==> src/rtl/mbank_pkg.sv <==
package mbank_pkg;

    localparam int unsigned BANK_REGS  = 4;
    localparam int unsigned BANK_REG_W = 8;
    localparam int unsigned BANK_SRC_W = 5;

    typedef enum logic [1:0] {
        WOP_NONE   = 2'd0,
        WOP_SET    = 2'd1,
        WOP_CLR    = 2'd2,
        WOP_DIRECT = 2'd3
    } wop_e;

    // Default field-to-source table: lane k of register r -> 8r+k,
    // reserved (0) whenever that number is a multiple of 7.
    function automatic logic [BANK_REGS*BANK_REG_W*BANK_SRC_W-1:0] default_map();
        logic [BANK_REGS*BANK_REG_W*BANK_SRC_W-1:0] m;
        int unsigned id;
        m = '0;
        for (int r = 0; r < BANK_REGS; r++) begin
            for (int k = 0; k < BANK_REG_W; k++) begin
                id = r * BANK_REG_W + k;
                if (id % 7 == 0) id = 0;
                m[(r*BANK_REG_W + k)*BANK_SRC_W +: BANK_SRC_W] = id[BANK_SRC_W-1:0];
            end
        end
        return m;
    endfunction

endpackage

==> src/rtl/mbank_decode.sv <==
module mbank_decode
    import mbank_pkg::*;
#(
    parameter int unsigned N_REGS  = 4,
    parameter int unsigned ADDR_W  = 32,
    parameter int unsigned MATCH_W = 29,
    parameter logic [N_REGS*ADDR_W-1:0] SET_ADDR = '0,
    parameter logic [N_REGS*ADDR_W-1:0] CLR_ADDR = '0,
    localparam int unsigned IDX_W = (N_REGS > 1) ? $clog2(N_REGS) : 1
) (
    input  logic [ADDR_W-1:0] addr,
    output logic              hit,
    output logic [IDX_W-1:0]  idx,
    output wop_e              op
);

    logic [N_REGS-1:0] set_hit;
    logic [N_REGS-1:0] clr_hit;
    logic [N_REGS-1:0] dual;
    logic              unused_hi;

    assign unused_hi = ^addr[ADDR_W-1:MATCH_W];

    for (genvar r = 0; r < N_REGS; r++) begin : g_match
        localparam logic [ADDR_W-1:0] SA = SET_ADDR[r*ADDR_W +: ADDR_W];
        localparam logic [ADDR_W-1:0] CA = CLR_ADDR[r*ADDR_W +: ADDR_W];
        localparam bit HAS_SET = (SA != '0);
        localparam bit HAS_CLR = (CA != '0);
        assign set_hit[r] = HAS_SET && (addr[MATCH_W-1:0] == SA[MATCH_W-1:0]);
        assign clr_hit[r] = HAS_CLR && (addr[MATCH_W-1:0] == CA[MATCH_W-1:0]);
        assign dual[r]    = HAS_SET && HAS_CLR;
    end

    // Descending scan: the lowest-indexed matching register wins.
    always_comb begin
        hit = 1'b0;
        idx = '0;
        op  = WOP_NONE;
        for (int r = N_REGS - 1; r >= 0; r--) begin
            if (set_hit[r]) begin
                hit = 1'b1;
                idx = IDX_W'(r);
                op  = dual[r] ? WOP_SET : WOP_DIRECT;
            end else if (clr_hit[r]) begin
                hit = 1'b1;
                idx = IDX_W'(r);
                op  = WOP_CLR;
            end
        end
    end

endmodule

==> src/rtl/mbank_update.sv <==
module mbank_update
    import mbank_pkg::*;
#(
    parameter int unsigned REG_W = 8
) (
    input  wop_e             op,
    input  logic [REG_W-1:0] cur,
    input  logic [REG_W-1:0] data,
    output logic [REG_W-1:0] nxt
);

    always_comb begin
        case (op)
            WOP_SET:    nxt = cur | data;
            WOP_CLR:    nxt = cur & ~data;
            WOP_DIRECT: nxt = data;
            default:    nxt = cur;
        endcase
    end

endmodule

==> src/rtl/mbank_fields.sv <==
module mbank_fields #(
    parameter int unsigned REG_W = 8,
    parameter int unsigned SRC_W = 5,
    parameter int unsigned FLD_W = 1,
    parameter logic [REG_W*SRC_W-1:0] MAP = '0,
    localparam int unsigned NFLD = REG_W / FLD_W
) (
    input  logic [REG_W-1:0]       old_v,
    input  logic [REG_W-1:0]       new_v,
    output logic [REG_W-1:0]       ev_vld,
    output logic [REG_W-1:0]       ev_en,
    output logic [REG_W*SRC_W-1:0] ev_src
);

    for (genvar k = 0; k < REG_W; k++) begin : g_lane
        if (k < NFLD) begin : g_used
            localparam int unsigned LSB = REG_W - (k + 1) * FLD_W;
            localparam logic [SRC_W-1:0] ID = MAP[k*SRC_W +: SRC_W];
            logic [FLD_W-1:0] fo;
            logic [FLD_W-1:0] fn;
            assign fo = old_v[LSB +: FLD_W];
            assign fn = new_v[LSB +: FLD_W];
            assign ev_vld[k] = (fo != fn) && (ID != '0);
            assign ev_en[k]  = |fn;
            assign ev_src[k*SRC_W +: SRC_W] = ID;
        end else begin : g_idle
            assign ev_vld[k] = 1'b0;
            assign ev_en[k]  = 1'b0;
            assign ev_src[k*SRC_W +: SRC_W] = '0;
        end
    end

endmodule

==> src/rtl/mbank_top.sv <==
module mbank_top
    import mbank_pkg::*;
#(
    parameter int unsigned N_REGS = BANK_REGS,
    parameter int unsigned REG_W  = BANK_REG_W,
    parameter int unsigned SRC_W  = BANK_SRC_W,
    parameter int unsigned ADDR_W = 32,
    parameter int unsigned DATA_W = 32,
    parameter logic [N_REGS*ADDR_W-1:0] SET_ADDR =
        {32'h0000_0118, 32'h0000_0110, 32'h0000_0108, 32'h0000_0100},
    parameter logic [N_REGS*ADDR_W-1:0] CLR_ADDR =
        {32'h0000_011C, 32'h0000_0000, 32'h0000_010C, 32'h0000_0104},
    parameter logic [N_REGS*8-1:0] FIELD_W_VEC = {8'd2, 8'd4, 8'd1, 8'd1},
    parameter logic [N_REGS*REG_W*SRC_W-1:0] SRC_MAP = default_map(),
    localparam int unsigned IDX_W = (N_REGS > 1) ? $clog2(N_REGS) : 1
) (
    input  logic                   clk,
    input  logic                   rst_n,
    input  logic                   wr_en,
    input  logic                   rd_en,
    input  logic [ADDR_W-1:0]      addr,
    input  logic [DATA_W-1:0]      wdata,
    output logic [DATA_W-1:0]      rdata,
    output logic [REG_W-1:0]       ev_vld,
    output logic [REG_W-1:0]       ev_en,
    output logic [REG_W*SRC_W-1:0] ev_src
);

    typedef struct packed {
        logic [N_REGS-1:0][REG_W-1:0] bank;
        logic [DATA_W-1:0]            rdata;
        logic [REG_W-1:0]             ev_vld;
        logic [REG_W-1:0]             ev_en;
        logic [REG_W*SRC_W-1:0]       ev_src;
    } state_t;

    state_t st_d;
    state_t st_q;

    logic             hit;
    logic [IDX_W-1:0] idx;
    wop_e             op;
    logic [REG_W-1:0] upd_nxt;
    logic             unused_wd;

    logic [N_REGS-1:0][REG_W-1:0]       lane_vld;
    logic [N_REGS-1:0][REG_W-1:0]       lane_en;
    logic [N_REGS-1:0][REG_W*SRC_W-1:0] lane_src;
    logic [N_REGS*REG_W-1:0]            bank_flat;

    assign unused_wd = ^wdata[DATA_W-1:REG_W];

    mbank_decode #(
        .N_REGS  (N_REGS),
        .ADDR_W  (ADDR_W),
        .MATCH_W (29),
        .SET_ADDR(SET_ADDR),
        .CLR_ADDR(CLR_ADDR)
    ) u_dec (
        .addr(addr),
        .hit (hit),
        .idx (idx),
        .op  (op)
    );

    mbank_update #(
        .REG_W(REG_W)
    ) u_upd (
        .op  (op),
        .cur (st_q.bank[idx]),
        .data(wdata[REG_W-1:0]),
        .nxt (upd_nxt)
    );

    for (genvar r = 0; r < N_REGS; r++) begin : g_reg
        logic [REG_W-1:0] cand;
        assign cand = (wr_en && hit && (idx == IDX_W'(r))) ? upd_nxt : st_q.bank[r];

        mbank_fields #(
            .REG_W(REG_W),
            .SRC_W(SRC_W),
            .FLD_W(int'(FIELD_W_VEC[r*8 +: 8])),
            .MAP  (SRC_MAP[r*REG_W*SRC_W +: REG_W*SRC_W])
        ) u_fld (
            .old_v (st_q.bank[r]),
            .new_v (cand),
            .ev_vld(lane_vld[r]),
            .ev_en (lane_en[r]),
            .ev_src(lane_src[r])
        );
    end

    always_comb begin
        st_d        = st_q;
        st_d.ev_vld = '0;
        st_d.ev_en  = '0;
        st_d.ev_src = '0;
        if (wr_en && hit) begin
            st_d.bank[idx] = upd_nxt;
            st_d.ev_vld    = lane_vld[idx];
            st_d.ev_en     = lane_en[idx];
            st_d.ev_src    = lane_src[idx];
        end
        if (rd_en) begin
            st_d.rdata = hit ? DATA_W'(st_q.bank[idx]) : '0;
        end
    end

    always_ff @(posedge clk) begin
        if (!rst_n) begin
            st_q <= '0;
        end else begin
            st_q <= st_d;
        end
    end

    assign bank_flat = st_q.bank;
    assign rdata     = st_q.rdata;
    assign ev_vld    = st_q.ev_vld;
    assign ev_en     = st_q.ev_en;
    assign ev_src    = st_q.ev_src;

endmodule

==> config.mk <==
export PLATFORM = sky130hd
export DESIGN_NAME = mbank_top
export DESIGN_NICKNAME = d
export VERILOG_FILES = /design/src/rtl/mbank_pkg.sv /design/src/rtl/mbank_decode.sv /design/src/rtl/mbank_update.sv /design/src/rtl/mbank_fields.sv /design/src/rtl/mbank_top.sv
export SDC_FILE = /design/constraint.sdc
export NUM_CORES = 1
export LEC_CHECK = 0
export ABC_AREA = 1
export BUFFER_PORTS_ARGS = -buffer_cell sky130_fd_sc_hd__buf_2
export CAP_MARGIN = 20
export CORE_MARGIN = 3
export CORE_UTILIZATION = 40
export DETAILED_ROUTE_END_ITERATION = 7
export PLACE_DENSITY_LB_ADDON = 0.15
export SYNTH_ARGS = -nofsm -noshare
export SYNTH_HDL_FRONTEND = slang
export SYNTH_HIERARCHICAL = 1
export SYNTH_SLANG_ARGS = --single-unit
==> constraint.sdc <==
create_clock -name clk -period 2.85 [get_ports clk]
set_input_delay 0.285 -clock clk [delete_from_list [all_inputs] [get_ports clk]]
set_output_delay 0.285 -clock clk [all_outputs]
set_load 0.1 [all_outputs]
# ---- Word-level counts from Yosys, hierarchy flattened
# Cells that the tools add are included.
dict set report word_totals {
  wordCells 97
  inputBits 68
  ff_bits 120
}
dict set report op_classes {
  bitwise 3
  eq_ne 32
  order_cmp 2
  reduce_logical 14
  muxes 38
}
# op count
set op_table {}
lappend op_table {{$eq A29 B9 Y1 const B} 7}
lappend op_table {{$bmux W40 S2} 1}
lappend op_table {{$mux W8} 9}
lappend op_table {{$bmux W8 S2} 3}
lappend op_table {{$mux W40} 1}
lappend op_table {{$bwmux W32} 1}
lappend op_table {{$mux W2} 14}
lappend op_table {{$pmux W8 S3} 1}
lappend op_table {{$demux W8 S2} 1}
lappend op_table {{$ne A1 B1 Y1} 13}
lappend op_table {{$and A8 B8 Y8} 1}
lappend op_table {{$eq A2 B2 Y1 const B} 4}
lappend op_table {{$ne A2 B2 Y1} 4}
lappend op_table {{$ne A4 B4 Y1} 2}
lappend op_table {{$not A8 Y8} 1}
lappend op_table {{$or A8 B8 Y8} 1}
lappend op_table {{$reduce_or A2 Y1} 4}
lappend op_table {{$reduce_or A4 Y1} 2}
lappend op_table {{$mux W1} 7}
lappend op_table {{$logic_and A1 B1 Y1} 6}
lappend op_table {{$eq A2 B1 Y1 const B} 2}
lappend op_table {{$lt A2 B3 Y1 const B} 1}
lappend op_table {{$ge A2 B1 Y1 const B} 1}
lappend op_table {{$logic_not A2 Y1} 1}
lappend op_table {{$reduce_and A2 Y1} 1}

# ---- Longest topological paths before layout
# Gate-level depths: netlist of the first run.
dict set report depth {
  depth_word 16
  mapped_depth 28
  depth_no_buf 26
}

# ---- Hierarchy
# Netlist of the first run, hierarchy kept.
# module area_per_inst_um2 instances cells_per_inst
set modules_own_cells {}
lappend modules_own_cells {mbank_top 5245.0 1 844}
lappend modules_own_cells {{mbank_fields (g_reg[2].u_fld)} 583.1 1 102}
lappend modules_own_cells {{mbank_fields (g_reg[3].u_fld)} 518.0 1 82}
lappend modules_own_cells {{mbank_fields (g_reg[1].u_fld)} 506.7 1 86}
lappend modules_own_cells {{mbank_fields (g_reg[0].u_fld)} 495.5 1 82}
lappend modules_own_cells {mbank_decode 379.1 1 88}
lappend modules_own_cells {mbank_update 145.1 1 33}

# ---- Least setup slack after synthesis of the first run
# Ideal clock, no wire load.
dict set report synth_timing {
  path_type {input port to flip-flop}
  from {in addr[23]}
  to {reg st_q (netlist bit ev_vld[1])}
  stages 27
  setup_time_ps 74
  setup_slack_ps 350
  t_arrival_ps 2426
  n_path_buf 2
  path_cell_list {nor2_1 > nand2_1 > nor2_1 > nand2_2 > nor2_2 > a21oi_2 > nand3_1 > inv_2 > buf_4 > buf_6 > nand2_1 > nand2_1 > nand2_1 > nand2_1 > nand2_1 > nand2_1 > o21ai_0 > inv_1 > inv_1 > nand2_1 > nand2_1 > nor2_1 > nand2_1 > nand2_1 > nand2_1 > nand2_1 > a31oi_1}
}
# item line
set synth_rtl {}
lappend synth_rtl {{start: declaration} mbank_top.sv:21} ;# input logic [ADDR_W-1:0] addr,
lappend synth_rtl {{end signal: assignment} mbank_top.sv:113} ;# st_q <= st_d;
lappend synth_rtl {{end: declaration} mbank_top.sv:38} ;# state_t st_q;

==> flow_summary.yaml, run 1 <==
clock_network:
  cts_tree: "built"
  clock_latency_ns: 0.35
  post_cts.repair.setup_buffers: 0
  clk_transition_reported_paths_ns: 0.07
  h-tree-depth: 3
  tritoncts.num_buffers: 9
  cts.hold.buffers_added: 0
  ctsLongestPathBuffers: 2
  root_buffer: "sky130_fd_sc_hd__clkbuf_16"
  clock_sinks: 96
global_routing:
  grt_antenna_before_repair: 0
  grt_pass1_vias: 5688
  grt_first_pass_wirelength_um: 27400
  overflow: 0
  grt_max_degree: 71
  globalRouteTotalUtil_pct: 15.2
sta:
  rsz0062_at_grt: "false"
  finalSetupTns_ns: 0
  fin_crit_ns: 2.52
  slew_viol_final: 0
  final_critical_path_share_of_the_clock_period_pct: 88.6
  max_slew.worst_pin.slew_ns: 0.665
  max-slew-margin-rel_pct: 55.7
  fin_skew_ns: 0.00647
  maxClockFrequency_ghz: 0.396
  hold_viol_final: 0
  setup_viol: 0
power_and_ir_drop:
  power_per_cell_area_nw_per_um2: 335
  total_power_uw: 2760
  p_leak_uw: 0.00472
  max_rail_drop_vdd_v: 0.000276
worst_setup_path:
  criticalPathCategory: "input port to flip-flop"
  worst_setup_path_endpoint: "ev_vld[1]"
  worstSetupStartpointType: "input port"
  crit_path_max_fanout: 12
  ff2ff_setup_slack_ns: 0.95
  rr_startpoint: "bank_flat[4]"
  crit-reg2reg-capture: "ev_vld[3]"
  r2r_cells: 14
  critical_path.endpoint_type: "flip-flop"
  required_time_worst_endpoint_ns: 3.08
  setup.worst_path.start: "addr[11]"
  critPathArrivalTime_ns: 2.75
route:
  number_of_routed_nets_with_antenna_violations: 0
  drt_wl_total_um: 15800
  initialDrtViolationCount: 313
  drt-pass1-iter-count: 5
  drt_drc_violations_left: 0
  vias: 6639
  detail_route.vias_per_cell: 3.98
  routed_wire_length_per_instance_um: 9.49
synthesis:
  ys_warn_count: 6
  synthMostInstantiatedCell: "sky130_fd_sc_hd__nand2_1"
  synth_compound_gate_area_share_pct: 7.79
  netlist_top_cells_area: "sky130_fd_sc_hd__dfxtp_1 24%, sky130_fd_sc_hd__nand2_1 23%, sky130_fd_sc_hd__buf_4 22%"
  synth.avg_cell_area_um2: 5.98
  ys_ff_latch: 96
  synth_simple_gate_area_share_pct: 34.8
  synthFlopType: "sky130_fd_sc_hd__dfxtp_1"
  asyncSetResetFlopFracSynth_pct: 0
  synth_enable_flop_cells: 0
  syn-instance-count: 1317
  yosysSeqAreaShare_pct: 24.4
  cell_taking_the_most_area_after_synthesis: "sky130_fd_sc_hd__dfxtp_1"
  synth_top_family_by_area: "simple AND/OR/NAND/NOR gates"
  synth_cell_types: 26
  yosys.area_share.adder_pct: 0
  synthDominantCellAreaShare_pct: 24.4
  synth_common_cells: "474 x sky130_fd_sc_hd__nand2_1, 227 x sky130_fd_sc_hd__buf_4, 138 x sky130_fd_sc_hd__inv_1"
  syn_area_um2: 7870
  synth-xor-area-share_pct: 0.445
  synth.mux.area_fraction_pct: 0
floorplan:
  std_cell_rows: 50
  floorplan.io_pins: 156
  die_w_um: 146
  initial_utilization_pct: 41.4
  fp.coreArea_um2: 19000
  fp.dieArea_um2: 21400
  dieHeight_um: 146
placed_design:
  detailed_place_hpwl_um: 11200
  post-place-cells: 1653
  gpl.final_weighted_congestion: 0.793
  input_output_buffers: 104
  placed_cell_area_um2: 7970
layout:
  flow.area_growth_from_synthesis_pct: 4.67
  post-route-cell-area_um2: 8240
  drive_above_1_share_pct: 14.0
  final_non_filler_cells: 1669
  fin_nets: 1472
  antenna_cells: 0
worst_hold_path:
  holdCritStartpoint: "rd_en"
  worst_hold_path_type: "input port to flip-flop"
job:
  maxCapViolCount: 0
run_status:
  status: "completed"
layer usage:
layer	vias up	global-route usage, %	part of all wire (%)
li1	3794	-	-
met1	2719	21.5	53
met2	110	23.5	41
met3	16	2.45	3.8
met4	0	4.94	1.7
met5	-	0	0
state kept, by name, indices dropped and copies added (netlist names):
name,count
ev_src,40
bank_flat,32
ev_en,8
ev_vld,8
rdata,8
how the worst min path moves through the flow:
| stage | cells after the start | slack (ns) | to |
|---|---|---|---|
| finish | 4 | 0.32 | rdata[6] |
| detailed placement | 2 | 0.46 | rdata[1] |
| global route | 4 | 0.37 | rdata[3] |
| global placement | 2 | 0.46 | rdata[1] |
| CTS | 4 | 0.31 | rdata[6] |
| floorplan | 2 | 0.52 | bank_flat[24] |
where the power goes:
part	leakage [uW]	switching, uW	total [uW]	internal (uW)
clock network	0.000130	526	1140	615
registers	0.000773	0.00000245	1340	1340
logic	0.00382	223	278	55.2
total	0.00472	749	2760	2010
cell usage in the layout, fill, tap and decap left out, types with 2 or more instances in the layout:
master and instances:
sky130_fd_sc_hd__nand2_1 473, sky130_fd_sc_hd__conb_1 207, sky130_fd_sc_hd__inv_1 137, sky130_fd_sc_hd__nand3_1 121, sky130_fd_sc_hd__buf_2 104, sky130_fd_sc_hd__dfxtp_1 96
sky130_fd_sc_hd__nor2_1 59, sky130_fd_sc_hd__buf_4 57, sky130_fd_sc_hd__a31oi_1 56, sky130_fd_sc_hd__o21ai_0 30, sky130_fd_sc_hd__a21oi_1 10, sky130_fd_sc_hd__o21ai_1 9
sky130_fd_sc_hd__clkbuf_16 9, sky130_fd_sc_hd__nor2_2 6, sky130_fd_sc_hd__nand2_2 4, sky130_fd_sc_hd__xnor2_1 4, sky130_fd_sc_hd__or2_1 4, sky130_fd_sc_hd__clkbuf_1 3
sky130_fd_sc_hd__buf_12 3, sky130_fd_sc_hd__inv_2 3, sky130_fd_sc_hd__inv_4 2, sky130_fd_sc_hd__clkinv_2 2, sky130_fd_sc_hd__nand4_1 2
per-stage QoR:
step                setup slack, ns  hold slack [ns]  utilization [%]
finish                        0.326            0.323             43.3
detailed placement          -0.0966            0.458             41.9
floorplan                     0.350            0.523                -
global route                 0.0205            0.367             43.3
global placement            -0.0431            0.457             41.9
CTS                           0.274            0.312             43.3
worst max-delay path: stages:
cell and delay, ns:
sky130_fd_sc_hd__buf_2 0.10, sky130_fd_sc_hd__nor2_1 0.09, sky130_fd_sc_hd__nand3_1 0.09, sky130_fd_sc_hd__nor2_2 0.13
sky130_fd_sc_hd__nand3_1 0.09, sky130_fd_sc_hd__nor2_1 0.14, sky130_fd_sc_hd__inv_1 0.10, sky130_fd_sc_hd__nand3_4 0.13
sky130_fd_sc_hd__buf_4 0.21, sky130_fd_sc_hd__nand2_1 0.07, sky130_fd_sc_hd__nand2_1 0.09, sky130_fd_sc_hd__nand2_1 0.05
sky130_fd_sc_hd__nand2_1 0.11, sky130_fd_sc_hd__nand2_1 0.07, sky130_fd_sc_hd__nand2_1 0.14, sky130_fd_sc_hd__o21ai_0 0.14
sky130_fd_sc_hd__inv_1 0.09, sky130_fd_sc_hd__inv_1 0.05, sky130_fd_sc_hd__nand2_1 0.05, sky130_fd_sc_hd__nand2_1 0.04
sky130_fd_sc_hd__nor2_1 0.10, sky130_fd_sc_hd__nand2_1 0.05, sky130_fd_sc_hd__nand2_1 0.11, sky130_fd_sc_hd__nand2_1 0.07
sky130_fd_sc_hd__nand2_1 0.09, sky130_fd_sc_hd__a31oi_1 0.08
area by class of cell:
type                            instances  area (um2)
Multi-Input combinational cell        991        4180
Inverter                              142         538
Timing Repair Buffer                  164        1010
Tap cell                              260         325
Sequential cell                        96        1920
Clock buffer                           13         250
Clock inverter                          3        17.5
Fill cell                            2107       10800
kinds of logic (layout without fill, tap and decap cells):
kind of cell / Yosys count / after routing
AOI/OAI and AO/OA: 107 / 107
xor gates and xnor gates: 4 / 4
buffers and inverters: 428 / 322
DFF: 96 / 96
other: 9 / 207
and+or+nand+nor: 673 / 673
what timing repair did:
action	CTS	global route
resized for setup	0	1
endpoints found under the setup margin	0	3
hold endpoints to repair	0	0
Power figures use the tool's default switching activity.
==> run 2: changes to the inputs <==
--- a/config.mk
+++ b/config.mk
@@ -5,13 +5,14 @@
 export SDC_FILE = /design/constraint.sdc
 export NUM_CORES = 1
 export LEC_CHECK = 0
-export ABC_AREA = 1
 export BUFFER_PORTS_ARGS = -buffer_cell sky130_fd_sc_hd__buf_2
 export CAP_MARGIN = 20
 export CORE_MARGIN = 3
 export CORE_UTILIZATION = 40
 export DETAILED_ROUTE_END_ITERATION = 7
+export MAX_ROUTING_LAYER = met4
 export PLACE_DENSITY_LB_ADDON = 0.15
+export RECOVER_POWER = 25
 export SYNTH_ARGS = -nofsm -noshare
 export SYNTH_HDL_FRONTEND = slang
 export SYNTH_HIERARCHICAL = 1
==> flow_summary.yaml, run 2 <==
run_status:
  status: "finished with violations"
  violated_checks: "negative setup slack"
clock_network:
  ctsLongestPathBuffers: 2
  clk_transition_reported_paths_ns: 0.07
  root_buffer: "sky130_fd_sc_hd__clkbuf_16"
  h-tree-depth: 3
  clock_sinks: 96
  cts_tree: "built"
  tritoncts.num_buffers: 9
  clock_latency_ns: 0.35
power_and_ir_drop:
  power.share.sequential_pct: 46.5
  power_per_cell_area_nw_per_um2: 368
  p_leak_uw: 0.00362
  total_power_uw: 2890
  total_switching_power_uw: 738
  swShare_pct: 25.6
  max_rail_drop_vdd_v: 0.000265
  cell_internal_pwr_uw: 2150
  power.combinational.fraction_pct: 9.8
  clock_power_share_pct: 43.8
job:
  maxCapViolCount: 0
sta:
  fin_skew_ns: 0.00830
  hold_viol_final: 0
  max_slew.worst_pin.slew_ns: 1.20
  final_critical_path_share_of_the_clock_period_pct: 121
  max-slew-margin-rel_pct: 20.4
  setup_viol: 16
  finalHoldWorstSlack_ns: 0.371
  fin_crit_ns: 3.46
  rsz0062_at_grt: "true"
  maxClockFrequency_ghz: 0.289
  slew_viol_final: 0
  post-route-worst-setup-slack_ns: -0.607
worst_setup_path:
  crit_path_max_fanout: 7
  rr_startpoint: "bank_flat[17]"
  criticalPathCategory: "input port to flip-flop"
  required_time_worst_endpoint_ns: 3.08
  setup.worst_path.start: "addr[15]"
  critical_path.endpoint_type: "flip-flop"
  worstSetupStartpointType: "input port"
  critPathArrivalTime_ns: 3.68
layout:
  fin_util_pct: 46.7
  fin_nets: 847
  layout_commonest_cell: "sky130_fd_sc_hd__conb_1"
  ff_latch_area_um2: 1920
  drive_above_1_share_pct: 37.9
  flow.area_growth_from_synthesis_pct: 12.9
  multi_input_gate_area_in_the_final_layout_um2: 4120
  most-common-layout-cells: "207 x sky130_fd_sc_hd__conb_1, 96 x sky130_fd_sc_hd__dfxtp_1, 72 x sky130_fd_sc_hd__buf_2, 71 x sky130_fd_sc_hd__buf_4, 64 x sky130_fd_sc_hd__mux4_2"
  largest_register_ff_count: 40
  n_fill_cell: 1660
  post-route-cell-area_um2: 7850
synthesis:
  syn_area_um2: 6950
  asyncSetResetFlopFracSynth_pct: 0
  synth.avg_cell_area_um2: 11.0
  synthMostInstantiatedCell: "sky130_fd_sc_hd__buf_4"
  yosysSeqAreaShare_pct: 27.6
  synth_enable_flop_cells: 0
  syn-instance-count: 633
  netlist_top_cells_area: "sky130_fd_sc_hd__dfxtp_1 28%, sky130_fd_sc_hd__buf_4 25%, sky130_fd_sc_hd__mux4_2 21%"
  synthDominantCellAreaShare_pct: 27.6
  ys_warn_count: 6
  synth_cell_types: 33
  synth_common_cells: "229 x sky130_fd_sc_hd__buf_4, 96 x sky130_fd_sc_hd__dfxtp_1, 64 x sky130_fd_sc_hd__mux4_2"
  ys_ff_latch: 96
  synthFlopType: "sky130_fd_sc_hd__dfxtp_1"
  cell_taking_the_most_area_after_synthesis: "sky130_fd_sc_hd__dfxtp_1"
floorplan:
  dieHeight_um: 138
  std_cell_rows: 47
  fp.coreArea_um2: 16800
  die_w_um: 138
  fp.dieArea_um2: 19000
  floorplan.io_pins: 156
  initial_utilization_pct: 41.3
placed_design:
  input_output_buffers: 104
  gpl.final_weighted_congestion: 0.828
  detailed_place_hpwl_um: 9810
  placed_cell_area_um2: 7260
route:
  detail_route.vias_per_cell: 4.21
  vias: 4233
  drt-pass1-iter-count: 4
  drt_drc_violations_left: 0
  routed_wire_length_per_instance_um: 13.4
  number_of_routed_nets_with_antenna_violations: 0
  drt_wl_total_um: 13500
  initialDrtViolationCount: 116
global_routing:
  grt_max_degree: 40
  grt_antenna_before_repair: 1
  grt_first_pass_wirelength_um: 21300
  grt_pass1_vias: 4265
  globalRouteTotalUtil_pct: 15.1
  overflow: 0
worst_hold_path:
  worst_hold_path_type: "input port to flip-flop"
  holdCritStartpoint: "rst_n"
## run 2: cell count changes after synthesis, moves of 23 or more
cell,delta
sky130_fd_sc_hd__nand2_1,-469
sky130_fd_sc_hd__inv_1,-135
sky130_fd_sc_hd__nand3_1,-121
sky130_fd_sc_hd__mux4_2,+64
sky130_fd_sc_hd__nor2_1,-58
sky130_fd_sc_hd__nor2b_1,+57
sky130_fd_sc_hd__a31oi_1,-56
sky130_fd_sc_hd__buf_2,-40
sky130_fd_sc_hd__and2_1,+32
sky130_fd_sc_hd__mux2_2,+24
sky130_fd_sc_hd__o21ai_0,-23
## run 2: repair_timing
action	in CTS	in global routing
buffers inserted	15	7
resized for setup	23	9
hold buffers	0	0
pin swaps	17	7
endpoints found under the setup margin	16	18
## run 2: worst paths after layout
path,to,slack (ns),depth (start not counted)
min reg2reg,rdata[4],0.50,1
max,ev_en[1],-0.61,10
max reg2reg,ev_en[1],0.25,6
min,bank_flat[20],0.37,2
## run 2: stage by stage
stage               setup slack, ns  TNS [ns]  instances
floorplan                    -0.854     -8.01        831
global placement             -0.962    -15.86        967
detailed placement           -0.990    -16.56        967
CTS                          -0.564     -6.14        998
global route                 -0.673     -8.08       1005
finish                       -0.607     -7.14       1005
## run 2: power groups by stage
stage               combinational, uW  sequential, uW  clock (uW)
finish                            282            1340        1260
floorplan                         429            1370           0
CTS                               275            1340        1320
detailed placement                273            1370           0
global route                      306            1340        1360
global placement                  272            1370           0
## run 2: routing by layer
metal	vias to the layer above	part of all wire, %	GRT usage, %
met5	-	0	-
met4	0	1.4	5.49
met3	10	4.1	2.83
met2	80	51	25.1
met1	2084	44	18.4
li1	2059	-	-
## run 2: cell families after synthesis
logic type	after synthesis	share of synthesized area [%]
other	9	0.486
and+or+nand+nor	122	11.8
AOI/OAI and AO/OA	25	3.00
buffers and inverters	255	27.0
DFF	96	27.6
xor gates and xnor gates	30	3.78
muxes	96	26.3
## run 2: cell type report
| type | count | share of cell area, % |
|---|---|---|
| Antenna cell | 1 | 0.0319 |
| Clock inverter | 4 | 0.669 |
| Timing Repair Buffer | 189 | 15.5 |
| Multi-Input combinational cell | 480 | 52.4 |
| Sequential cell | 96 | 24.5 |
| Tap cell | 220 | 3.51 |
| Clock buffer | 12 | 3.27 |
| Inverter | 3 | 0.143 |
## run 2: critical path: stages
cell                      delay (ns)
sky130_fd_sc_hd__buf_6          0.09
sky130_fd_sc_hd__or4_4          0.56
sky130_fd_sc_hd__nor4_4         0.39
sky130_fd_sc_hd__buf_6          0.21
sky130_fd_sc_hd__mux4_2         0.53
sky130_fd_sc_hd__a22o_1         0.23
sky130_fd_sc_hd__mux2_2         0.30
sky130_fd_sc_hd__or4_1          0.51
sky130_fd_sc_hd__mux4_2         0.46
sky130_fd_sc_hd__nor2b_1        0.13
==> run 3: changes to the inputs <==
--- a/config.mk
+++ b/config.mk
@@ -5,6 +5,7 @@
 export SDC_FILE = /design/constraint.sdc
 export NUM_CORES = 1
 export LEC_CHECK = 0
+export ABC_AREA = 1
 export BUFFER_PORTS_ARGS = -buffer_cell sky130_fd_sc_hd__buf_2
 export CAP_MARGIN = 20
 export CORE_MARGIN = 3
==> flow_summary.yaml, run 3 (synthesis results as in run 1) <==
sta:
  final_critical_path_share_of_the_clock_period_pct: 88.3
  hold_viol_final: 0
  fin_crit_ns: 2.52
  setup_viol: 0
  slew_viol_final: 0
  fin_skew_ns: 0.00753
  max-slew-margin-rel_pct: 21.7
  finalSetupTns_ns: 0
  rsz0062_at_grt: "false"
  maxClockFrequency_ghz: 0.398
  max_slew.worst_pin.slew_ns: 1.18
power_and_ir_drop:
  max_rail_drop_vdd_v: 0.000280
  swShare_pct: 27.2
  clock_power_share_pct: 41.4
  total_switching_power_uw: 753
  power.share.sequential_pct: 48.5
  p_leak_uw: 0.00457
  power_per_cell_area_nw_per_um2: 337
  total_power_uw: 2760
  power.combinational.fraction_pct: 10.1
  cell_internal_pwr_uw: 2010
worst_setup_path:
  path_buf_inv: 6
  crit_path_max_fanout: 24
  critPathSlowestCell: "sky130_fd_sc_hd__a31oi_1"
  crit_top_cell: "sky130_fd_sc_hd__nand2_1"
  criticalPathCategory: "input port to flip-flop"
  critPathArrivalTime_ns: 2.77
  critPathTopFamily: "simple AND/OR/NAND/NOR gates"
  required_time_worst_endpoint_ns: 3.10
  worstSetupStartpointType: "input port"
  critical_path.endpoint_type: "flip-flop"
  slowest_delay_ns: 0.29
  crit_chain: "buf_2 -> nor2_1 -> nand3_1 -> nor2_2 -> nand3_1 -> nor2_1 -> inv_1 -> nand3_4 -> inv_4 -> nand2_1 -> nand2_1 -> nand2_1 -> nand2_1 -> nand2_1 -> nand2_1 -> buf_4 -> o21ai_0 -> inv_1 -> inv_1 -> nand2_1 -> nand2_1 -> nand3_1 -> a31oi_1"
route:
  initialDrtViolationCount: 344
  detail_route.vias_per_cell: 3.97
  number_of_routed_nets_with_antenna_violations: 0
  routed.top_layer: "met4"
  wl_met2_um: 6710
  wl_met1_um: 8400
  route.met3.wl_um: 639
  drt_wl_total_um: 15900
  drt-pass1-iter-count: 5
  routed_wire_length_per_instance_um: 9.56
  drt_drc_violations_left: 0
  vias: 6628
layout:
  most-common-layout-cells: "473 x sky130_fd_sc_hd__nand2_1, 207 x sky130_fd_sc_hd__conb_1, 137 x sky130_fd_sc_hd__inv_1, 121 x sky130_fd_sc_hd__nand3_1, 96 x sky130_fd_sc_hd__dfxtp_1"
  layout_commonest_cell: "sky130_fd_sc_hd__nand2_1"
  final_non_filler_cells: 1669
  antenna_cells: 0
  fin_util_pct: 43.1
  post-route-cell-area_um2: 8200
  drive_above_1_share_pct: 11.5
  largest_register_ff_count: 40
  flow.area_growth_from_synthesis_pct: 4.12
  fin_nets: 1472
floorplan:
  initial_utilization_pct: 41.4
  dieHeight_um: 146
  fp.coreArea_um2: 19000
  std_cell_rows: 50
  floorplan.io_pins: 156
  die_w_um: 146
  fp.dieArea_um2: 21400
clock_network:
  cts_tree: "built"
  tritoncts.num_buffers: 9
  clock_sinks: 96
  ctsLongestPathBuffers: 2
  post_cts.repair.setup_buffers: 0
  root_buffer: "sky130_fd_sc_hd__clkbuf_16"
  clk_transition_reported_paths_ns: 0.07
  clock_latency_ns: 0.35
  h-tree-depth: 3
placed_design:
  detailed_place_hpwl_um: 11200
  placed_cell_area_um2: 7970
  input_output_buffers: 104
  post-place-cells: 1653
  gpl.final_weighted_congestion: 0.805
job:
  maxCapViolCount: 0
run_status:
  status: "completed"
global_routing:
  grt_antenna_before_repair: 0
  overflow: 0
  grt_pass1_vias: 5682
  globalRouteTotalUtil_pct: 15.6
  grt_max_degree: 71
  grt_first_pass_wirelength_um: 27400
worst_hold_path:
  worst_hold_path_type: "input port to flip-flop"
## run 3: final timing paths
kind	start	end	slack [ns]	cells past startpoint
min	rd_en	rdata[6]	0.32	4
max reg2reg	bank_flat[4]	ev_vld[3]	0.96	14
min reg2reg	rdata[2]	rdata[2]	0.47	2
max	addr[11]	ev_vld[3]	0.33	23
## run 3: routing by layer
| layer | vias up | track usage, % |
|---|---|---|
| met5 | - | - |
| met4 | 0 | 4.94 |
| met3 | 12 | 2.23 |
| met2 | 111 | 23.6 |
| met1 | 2712 | 21.6 |
| li1 | 3793 | - |
## run 3: area by class of cell
class	count	area, um2
Tap cell	260	325
Timing Repair Buffer	164	965
Multi-Input combinational cell	991	4180
Clock inverter	3	17.5
Sequential cell	96	1920
Clock buffer	13	250
Inverter	142	538
Fill cell	2130	10800
## run 3: what timing repair did
item,4_1_cts,5_1_grt
endpoints found under the setup margin,0,3
hold buffers,0,0
gates resized for setup,0,1
## run 3: worst min-delay path, stage by stage
cell and delay (ns):
sky130_fd_sc_hd__buf_2 0.09, sky130_fd_sc_hd__inv_1 0.11, sky130_fd_sc_hd__nand2_1 0.08, sky130_fd_sc_hd__a21oi_1 0.05
## run 3: power by group through the flow
stage	combinational, uW	sequential [uW]	clock [uW]
2_1_floorplan	441	1370	0
3_3_place_gp	272	1370	0
3_5_place_dp	273	1370	0
4_1_cts	273	1340	1190
5_1_grt	313	1340	1240
6_report	278	1340	1140
## run 3: through the flow
| stage | setup slack, ns | hold WS (ns) |
|---|---|---|
| after detailed placement | -0.0966 | 0.458 |
| after global placement | -0.0431 | 0.457 |
| after floorplan | 0.350 | 0.523 |
| after CTS | 0.274 | 0.312 |
| after global routing | 0.0204 | 0.367 |
| final | 0.334 | 0.321 |
